File: config.mk
export PLATFORM = sky130hd
export DESIGN_NAME = tod_clock
export DESIGN_NICKNAME = d
export VERILOG_FILES = /design/src/rtl/tod_pkg.sv /design/src/rtl/tod_step.sv /design/src/rtl/tod_rollover.sv /design/src/rtl/tod_regif.sv /design/src/rtl/tod_clock.sv
export SDC_FILE = /design/constraint.sdc
export NUM_CORES = 1
export LEC_CHECK = 0
export BUFFER_PORTS_ARGS = -buffer_cell sky130_fd_sc_hd__buf_2
export CAP_MARGIN = 20
export CELL_PAD_IN_SITES_DETAIL_PLACEMENT = 1
export CELL_PAD_IN_SITES_GLOBAL_PLACEMENT = 2
export CORE_MARGIN = 3
export CORE_UTILIZATION = 37
export CTS_CLUSTER_DIAMETER = 40
export DETAILED_ROUTE_END_ITERATION = 8
export MAX_ROUTING_LAYER = met4
export PLACE_DENSITY = 0.85
export RECOVER_POWER = 25
export SETUP_SLACK_MARGIN = 0.5
export SYNTH_ARGS = -nofsm -noshare
export SYNTH_HDL_FRONTEND = slang
export SYNTH_SLANG_ARGS = --single-unit
File: constraint.sdc
create_clock -name clk -period 15.55 [get_ports clk]
set_clock_uncertainty 0.2 [all_clocks]
set_input_delay 1.555 -clock clk [delete_from_list [all_inputs] [get_ports clk]]
set_output_delay 1.555 -clock clk [all_outputs]
set_load 0.01 [all_outputs]
File: src/rtl/tod_pkg.sv
package tod_pkg;

    localparam int SEC_W  = 32;
    localparam int NS_W   = 32;
    localparam int RES_W  = 32;
    localparam int DATA_W = 32;
    localparam int ADDR_W = 3;
    localparam int ACC_W  = RES_W + NS_W;

    localparam logic [ADDR_W-1:0] ADR_RES  = 3'd0;
    localparam logic [ADDR_W-1:0] ADR_NS   = 3'd1;
    localparam logic [ADDR_W-1:0] ADR_SEC  = 3'd2;
    localparam logic [ADDR_W-1:0] ADR_TRIM = 3'd3;
    localparam logic [ADDR_W-1:0] ADR_CTRL = 3'd4;

    typedef struct packed {
        logic [SEC_W-1:0] sec;
        logic [NS_W-1:0]  ns;
        logic [RES_W-1:0] res;
    } tod_time_t;

    typedef struct packed {
        logic [RES_W-1:0] trim;
        logic             halt;
        logic [NS_W-1:0]  snap_ns;
        logic [SEC_W-1:0] snap_sec;
    } tod_regs_t;

endpackage

File: src/rtl/tod_step.sv
module tod_step
    import tod_pkg::*;
#(
    parameter logic [ACC_W-1:0] BASE_STEP = 64'h0000_000C_8000_0000
) (
    input  logic [RES_W-1:0] trim_i,
    input  logic [RES_W-1:0] res_i,
    output logic [NS_W-1:0]  ns_inc_o,
    output logic [RES_W-1:0] res_o
);
    localparam int MAG_W = RES_W - 1;

    logic [ACC_W-1:0] mag;
    logic [ACC_W-1:0] step;
    logic [ACC_W-1:0] acc;

    // sign-magnitude trim: top bit selects subtract
    always_comb begin
        mag  = {{(ACC_W-MAG_W){1'b0}}, trim_i[MAG_W-1:0]};
        step = trim_i[RES_W-1] ? (BASE_STEP - mag) : (BASE_STEP + mag);
        acc  = {{NS_W{1'b0}}, res_i} + step;
        res_o    = acc[RES_W-1:0];
        ns_inc_o = acc[ACC_W-1:RES_W];
    end
endmodule

File: src/rtl/tod_rollover.sv
module tod_rollover
    import tod_pkg::*;
#(
    parameter logic [NS_W-1:0] NS_PER_SEC = 32'd1000000000
) (
    input  logic [NS_W-1:0]  ns_i,
    input  logic [SEC_W-1:0] sec_i,
    input  logic [NS_W-1:0]  ns_inc_i,
    output logic [NS_W-1:0]  ns_o,
    output logic [SEC_W-1:0] sec_o,
    output logic             wrap_o
);
    logic [NS_W:0] sum;
    logic [NS_W:0] limit;

    always_comb begin
        limit = {1'b0, NS_PER_SEC};
        sum   = {1'b0, ns_i} + {1'b0, ns_inc_i};
        if (sum >= limit) begin
            wrap_o = 1'b1;
            ns_o   = NS_W'(sum - limit);
        end else begin
            wrap_o = 1'b0;
            ns_o   = sum[NS_W-1:0];
        end
        sec_o = sec_i + SEC_W'(wrap_o);
    end
endmodule

File: src/rtl/tod_regif.sv
module tod_regif
    import tod_pkg::*;
#(
    parameter logic [NS_W-1:0] NS_PER_SEC = 32'd1000000000
) (
    input  logic              clk,
    input  logic              rst_n,
    input  logic              wr_en,
    input  logic              rd_en,
    input  logic [ADDR_W-1:0] addr,
    input  logic [DATA_W-1:0] wdata,
    input  tod_time_t         live_i,
    output logic [RES_W-1:0]  trim_o,
    output logic              halt_o,
    output logic              ld_res_o,
    output logic              ld_ns_o,
    output logic              ld_sec_o,
    output logic [DATA_W-1:0] rdata_o
);
    tod_regs_t regs_d, regs_q;
    logic      capture;

    always_comb begin
        capture  = rd_en && (addr == ADR_RES);
        ld_res_o = wr_en && (addr == ADR_RES);
        ld_ns_o  = wr_en && (addr == ADR_NS) && (wdata < NS_PER_SEC);
        ld_sec_o = wr_en && (addr == ADR_SEC);

        regs_d = regs_q;
        if (wr_en && addr == ADR_TRIM) regs_d.trim = wdata;
        if (wr_en && addr == ADR_CTRL) regs_d.halt = wdata[0];
        if (capture) begin
            regs_d.snap_ns  = live_i.ns;
            regs_d.snap_sec = live_i.sec;
        end

        case (addr)
            ADR_RES:  rdata_o = live_i.res;
            ADR_NS:   rdata_o = regs_q.snap_ns;
            ADR_SEC:  rdata_o = regs_q.snap_sec;
            ADR_TRIM: rdata_o = regs_q.trim;
            ADR_CTRL: rdata_o = {{(DATA_W-1){1'b0}}, regs_q.halt};
            default:  rdata_o = '0;
        endcase

        trim_o = regs_q.trim;
        halt_o = regs_q.halt;
    end

    always_ff @(posedge clk) begin
        if (!rst_n) begin
            regs_q.trim     <= '0;
            regs_q.halt     <= 1'b1;
            regs_q.snap_ns  <= '0;
            regs_q.snap_sec <= '0;
        end else begin
            regs_q <= regs_d;
        end
    end

    // capture takes the live fields of that edge
    assert_snap_capture_R9: assert property (@(posedge clk) disable iff (!rst_n)
        capture |=> (regs_q.snap_ns == $past(live_i.ns) && regs_q.snap_sec == $past(live_i.sec)));

    // without a residue read the snapshot is frozen
    assert_snap_hold_R9: assert property (@(posedge clk) disable iff (!rst_n)
        !capture |=> ($stable(regs_q.snap_ns) && $stable(regs_q.snap_sec)));
endmodule

File: src/rtl/tod_clock.sv
module tod_clock
    import tod_pkg::*;
#(
    parameter logic [ACC_W-1:0] BASE_STEP  = 64'h0000_000C_8000_0000,
    parameter logic [NS_W-1:0]  NS_PER_SEC = 32'd1000000000
) (
    input  logic              clk,
    input  logic              rst_n,
    input  logic              wr_en,
    input  logic              rd_en,
    input  logic [ADDR_W-1:0] addr,
    input  logic [DATA_W-1:0] wdata,
    output logic [DATA_W-1:0] rdata
);
    localparam logic [NS_W-1:0] BASE_WHOLE = BASE_STEP[ACC_W-1:RES_W];

    tod_time_t        time_d, time_q;
    logic [RES_W-1:0] trim;
    logic             halt;
    logic             ld_res, ld_ns, ld_sec, ld_any, run;
    logic [NS_W-1:0]  ns_inc, roll_ns;
    logic [RES_W-1:0] step_res;
    logic [SEC_W-1:0] roll_sec;
    logic             wrap;

    tod_regif #(.NS_PER_SEC(NS_PER_SEC)) u_regif (
        .clk      (clk),
        .rst_n    (rst_n),
        .wr_en    (wr_en),
        .rd_en    (rd_en),
        .addr     (addr),
        .wdata    (wdata),
        .live_i   (time_q),
        .trim_o   (trim),
        .halt_o   (halt),
        .ld_res_o (ld_res),
        .ld_ns_o  (ld_ns),
        .ld_sec_o (ld_sec),
        .rdata_o  (rdata)
    );

    tod_step #(.BASE_STEP(BASE_STEP)) u_step (
        .trim_i   (trim),
        .res_i    (time_q.res),
        .ns_inc_o (ns_inc),
        .res_o    (step_res)
    );

    tod_rollover #(.NS_PER_SEC(NS_PER_SEC)) u_roll (
        .ns_i     (time_q.ns),
        .sec_i    (time_q.sec),
        .ns_inc_i (ns_inc),
        .ns_o     (roll_ns),
        .sec_o    (roll_sec),
        .wrap_o   (wrap)
    );

    always_comb begin
        ld_any = ld_res || ld_ns || ld_sec;
        run    = !halt && !ld_any;
        time_d = time_q;
        if (ld_any) begin
            if (ld_res) time_d.res = wdata;
            if (ld_ns)  time_d.ns  = wdata;
            if (ld_sec) time_d.sec = wdata;
        end else if (!halt) begin
            time_d.res = step_res;
            time_d.ns  = roll_ns;
            time_d.sec = roll_sec;
        end
    end

    always_ff @(posedge clk) begin
        if (!rst_n) begin
            time_q <= '0;
        end else begin
            time_q <= time_d;
        end
    end

    // nanoseconds stay below one second
    assert_ns_bound_R7: assert property (@(posedge clk) disable iff (!rst_n)
        time_q.ns < NS_PER_SEC);

    // halted and not loaded means every field holds
    assert_hold_R3: assert property (@(posedge clk) disable iff (!rst_n)
        (halt && !ld_any) |=> $stable(time_q));

    // whole-ns advance is base or base+1
    assert_step_range_R4: assert property (@(posedge clk) disable iff (!rst_n)
        run |-> (ns_inc == BASE_WHOLE || ns_inc == BASE_WHOLE + 1'b1));

    // a wrapping step increments seconds
    assert_carry_R7: assert property (@(posedge clk) disable iff (!rst_n)
        (run && ({1'b0, time_q.ns} + {1'b0, ns_inc} >= {1'b0, NS_PER_SEC}))
        |=> (time_q.sec == $past(time_q.sec) + 1'b1));

    // a field load freezes the untouched nanoseconds
    assert_load_no_step_R10: assert property (@(posedge clk) disable iff (!rst_n)
        (ld_any && !ld_ns) |=> (time_q.ns == $past(time_q.ns)));

    // time never decreases within a second while running
    assert_monotonic_R6: assert property (@(posedge clk) disable iff (!rst_n)
        (run && !wrap) |=> (time_q.ns >= $past(time_q.ns)));
endmodule

==> flow_summary.toml, run 1 <==
[power]
power.leakage_nw = 5.05
p_per_area_mw_per_mm2 = 81.8
peakVddDrop_v = 0.0000867
report.power.total_mw = 1.11

[yosys]
yosys.area_share.simple_pct = 23.2
synthesis.area_mm2 = 0.0123
ys_warn_count = 0
yosys-mux-area-fraction_pct = 0.824
synth_edf_count = 0
synth_fa_ha_area_share_pct = 4.03
synth-compound-area-share_pct = 29.5
synth_top_family_by_area = "compound AO/OA/AOI/OAI gates"
netlist_instances = 1656
synth-async-reset-ratio_pct = 0
ys_types = 77
synth_nets = 1734
syn_avg_cell_area_um2 = 7.43
synth_seq_cells = 193
synth_flop_cell = "dfxtp_1"
yosysSeqAreaShare_pct = 31.4
synthXorXnorAreaFrac_pct = 6.55

[timing]
whs_ps = 257
post-route-min-period_ps = 11920
finalSetupTns_ps = 0
slew_viol_final = 207
max_slew_margin_pct = -110
tightest_slew_ps = 3150
hold_violations = 0
layout_setup_ws_ps = 3630
max_freq_mhz = 83.9
finalCritPeriodShare_pct = 76.6
setup_violations = 0
rsz0062_at_grt = "false"

[worst_hold_path]
hold_path_class = "reg2reg"

[outcome]
status = "complete, but fails checks"
violations = "capacitance limit, slew limit"

[cts]
cts_buffer_depth = 2
post_cts_buffers = 0
clk_pin_slew_ps = 70
cts_tree = "done"
cts_made_buffers = 17
cts_resized = 0
clock_latency_ps = 460
ctsHoldBuffers = 0
clock-sinks = 193
cts-root-buf = "clkbuf_16"
htree_levels = 4

[final_layout]
layout_common_cells = "nand2_1, a21oi_1, dfxtp_1, o21ai_0, nor2_1"
layout-drive-gt1-share_pct = 8.86
syn_to_final_growth_pct = 9.95
final_common_cell = "nand2_1"
fin_area_mm2 = 0.0135
diodes = 0
finalNetCount = 1726

[worst_setup_path]
cp_slowest_stage_delay_ps = 710
path_max_fanout = 16
critPathLaunchType = "register"
cp_slowest_cell = "nor4b_1"
critPathMostFrequentCell = "ha_1"
crit_required_ps = 15670
crit_path_end_kind = "register"
worstSetupPathType = "reg2reg"
arrival_ps = 12040

[routing]
drt_pass1_iterations = 5
viasPerCell = 6.16
drt-total-wl_um = 50000
ant_nets = 0
vias = 12945
route.detailed.drc = 0
drtIter0Drc = 1069
routedWlPerCell_um = 23.8

[placed_design]
postPlaceCellArea_mm2 = 0.0129
gp_congestion = 0.918
portBuffers = 70
place_ws_ps = 3890
hpwl_um = 35200

[global_route]
grt_max_degree = 74
grt_pass1_wl_um = 77700
antenna_found_initial = 0
grt_pass1_vias = 12952
gr-total-overflow = 0
grt_use_total_pct = 28.7

[floorplan]
start_util_pct = 37.7
core-area_mm2 = 0.0326
fp.dieArea_mm2 = 0.0355
io_pins = 71
die_w_um = 188
dieHeight_um = 188
core.rowCount = 66

[run]
drv_cap = 4
[layer usage]
layer	GRT usage (%)	wire, µm	part of all wire, %
met1	37.3	22800	46
met5	-	0	0
met2	46.9	23500	47
met4	8.94	1300	2.6
met3	3.55	2380	4.8
[report_power, final]
part / internal [mW] / total (mW) / switching [mW] / leakage [nW]
registers: 0.503 / 0.518 / 0.0151 / 1.56
clock network: 0.246 / 0.461 / 0.214 / 0.283
logic: 0.0390 / 0.128 / 0.0887 / 3.21
[registers in the layout, summed over array words and instances (netlist names)]
signal          flops
time_q             96
u_regif.regs_q     64
u_regif.trim_o     32
u_regif.halt_o      1
[final timing paths]
check | cells past startpoint | end | start | slack (ps)
max | 42 | time_q[94] | u_regif.trim_o[0] | 3630
min | 2 | u_regif.regs_q[53] | u_regif.regs_q[53] | 260
max reg2reg | 42 | time_q[94] | u_regif.trim_o[0] | 3630
min reg2reg | 2 | u_regif.regs_q[53] | u_regif.regs_q[53] | 260
[cell usage after synthesis (12+ instances only)]
cell	instances	area, µm²
nand2_1	339	1270
a21oi_1	224	1120
dfxtp_1	193	3860
clkbuf_1	98	368
o21ai_0	94	470
nor2_1	86	323
xnor2_1	62	543
ha_1	38	475
nand3_1	32	160
a221o_1	30	300
a22o_1	30	263
xor2_1	30	263
a31oi_1	29	181
and3_1	27	169
nor3_1	21	105
a21o_1	20	150
o31ai_1	20	150
or3_1	18	113
inv_1	17	63.8
nand3b_1	16	120
o211ai_1	16	120
a211oi_1	15	113
a22oi_1	12	90.1
[cell type report]
| cell class | count | area [µm²] |
|---|---|---|
| well taps | 442 | 553 |
| clock inverters | 11 | 129 |
| multi-input cells | 1327 | 7960 |
| inverters | 18 | 68.8 |
| clock buffers | 20 | 457 |
| repair buffers | 91 | 500 |
| flip-flops and latches | 193 | 3860 |
| fillers | 4046 | 19100 |
[stage by stage]
| stage | cells | utilization, % |
|---|---|---|
| 4_1_cts | 2101 | 41.5 |
| 6_report | 2102 | 41.5 |
| 5_1_grt | 2102 | 41.5 |
| 2_1_floorplan | 1656 | - |
| 3_3_place_gp | 2070 | 39.7 |
| 3_5_place_dp | 2070 | 39.7 |
[critical path, delay by kind of cell, from the launching register on]
| kind | cells | cell delay (ps) |
|---|---|---|
| and+or+nand+nor | 20 | 5540 |
| xor gates and xnor gates | 2 | 300 |
| adders and majority gates | 6 | 1780 |
| DFF | 1 | 370 |
| AOI/OAI and AO/OA | 14 | 3560 |
[cell families (layout without fill, tap and decap cells)]
family                   Yosys count  after routing
AND/OR/NAND/NOR                  620            620
AO/OA/AOI/OAI                    566            566
flip-flops                       193            193
buffers and inverters            136            140
XOR/XNOR                          92             92
adder cells (fa/ha/maj)           39             39
multiplexers                      10             10
(Power assumes the default switching activity.)
==> run 2: changes to the inputs <==
- CORE_UTILIZATION: 37 -> 36
- PLACE_DENSITY: 0.85 -> 0.83
- clock period: 15.55 -> 11.64 ns (I/O delays scaled with it)
==> flow_summary.toml, run 2 (same netlist as run 1, synthesis figures left out) <==
[outcome]
status = "complete, but fails checks"
violations = "capacitance limit, slew limit"

[timing]
tightest_slew_ps = 3020
finalCritPeriodShare_pct = 90.0
hold_violations = 0
slew_viol_final = 146
max_freq_mhz = 95.5
finalSetupTns_ps = 0
post-route-min-period_ps = 10470
whs_ps = 263
max_slew_margin_pct = -102
setup_violations = 0
rsz0062_at_grt = "false"

[routing]
drt-total-wl_um = 51000
routedWlPerCell_um = 24.1
route.detailed.drc = 0
drt_pass1_iterations = 5
vias = 12953
ant_nets = 0
highest_layer = "met4"
drtIter0Drc = 982
dr_wl_met2_um = 24000
viasPerCell = 6.13
drt-met1-wl_um = 23600
wl_met3_um = 2290

[cts]
clk_pin_slew_ps = 80
clock_latency_ps = 450
cts_tree = "done"
htree_levels = 4
cts_made_buffers = 17
clock-sinks = 193
cts_buffer_depth = 2
cts-root-buf = "clkbuf_16"

[final_layout]
final_common_cell = "nand2_1"
largest_reg_flops = 96
syn_to_final_growth_pct = 10.8
finalNetCount = 1729
diodes = 0
layout-drive-gt1-share_pct = 9.80
fill_cells = 4189
seqCellArea_mm2 = 0.00386
regMostFlops = "time_q"
multi_input_area_mm2 = 0.00802
layout_common_cells = "nand2_1, a21oi_1, dfxtp_1, o21ai_0, nor2_1"

[floorplan]
core.rowCount = 67
io_pins = 71
start_util_pct = 36.6
core-area_mm2 = 0.0336
dieHeight_um = 191
die_w_um = 191
fp.dieArea_mm2 = 0.0364

[global_route]
grt_max_degree = 74
gr-total-overflow = 0
grt_use_total_pct = 29.0
grt_pass1_vias = 13111
grt_pass1_wl_um = 79700
antenna_found_initial = 1

[power]
peakVddDrop_v = 0.000110
power.leakage_nw = 5.10
report.power.total_mw = 1.49
p_per_area_mw_per_mm2 = 109

[worst_setup_path]
worstSetupStartpoint = "u_regif.trim_o[0]"
worstSetupPathType = "reg2reg"
critPathMostFrequentCell = "and3_1"
arrival_ps = 10600
cp_slowest_cell = "or4_1"
path_max_fanout = 16
cp_slowest_stage_delay_ps = 550
timing.rr.start = "u_regif.trim_o[0]"
critPathLaunchType = "register"
crit_path_end_kind = "register"
crit_required_ps = 11760

[placed_design]
portBuffers = 70
hpwl_um = 35900
gp_congestion = 0.891

[worst_hold_path]
hold_path_class = "reg2reg"
min-delay-start = "u_regif.regs_q[56]"

[run]
drv_cap = 3
-- run 2: report_power, final --
group | total, mW | internal, mW | leakage, nW | switching [mW]
Clock | 0.626 | 0.323 | 0.273 | 0.303
Combinational | 0.171 | 0.0526 | 3.27 | 0.119
Sequential | 0.693 | 0.672 | 1.56 | 0.0212
Total | 1.49 | 1.05 | 5.10 | 0.443
-- run 2: final cells by class --
cell class,instances,area share (%)
clock inverter,15,1.26
clock buffer,17,3.12
multi-input combinational,1327,58.8
inverter,18,0.505
tap,448,4.11
sequential,193,28.3
timing repair buffer,94,3.86
-- run 2: repair_timing --
item,CTS,global route
pin swaps,0,1
setup buffers,0,1
hold buffers,0,0
gates resized for setup,2,13
endpoints found under the setup margin,7,14
-- run 2: worst paths after layout --
path	slack, ps	depth (start not counted)	end
max reg2reg	1170	41	time_q[91]
min reg2reg	260	2	u_regif.regs_q[56]
min	260	2	u_regif.regs_q[56]
max	1170	41	time_q[91]
-- run 2: worst max-delay path: cells and delay by family (launching register included) --
| family | cells | cell delay, ps |
|---|---|---|
| AND/OR/NAND/NOR | 21 | 5140 |
| AO/OA/AOI/OAI | 13 | 2940 |
| adder cells (fa/ha/maj) | 5 | 1380 |
| flip-flops | 1 | 360 |
| XOR/XNOR | 2 | 300 |
-- run 2: metrics by stage --
stage | utilization (%) | std cells | worst slack, ps | instance area [µm²]
2_1_floorplan | - | 1656 | 2520 | 12300
3_3_place_gp | 38.6 | 2078 | 702 | 13000
3_5_place_dp | 38.6 | 2078 | 257 | 13000
4_1_cts | 40.4 | 2110 | 542 | 13600
5_1_grt | 40.6 | 2112 | 421 | 13600
6_report | 40.6 | 2112 | 1170 | 13600
-- run 2: layer usage --
layer | global-route usage (%) | up-vias
li1 | - | 6007
met4 | 7.76 | 0
met2 | 47.0 | 344
met5 | - | -
met3 | 3.00 | 63
met1 | 38.6 | 6539
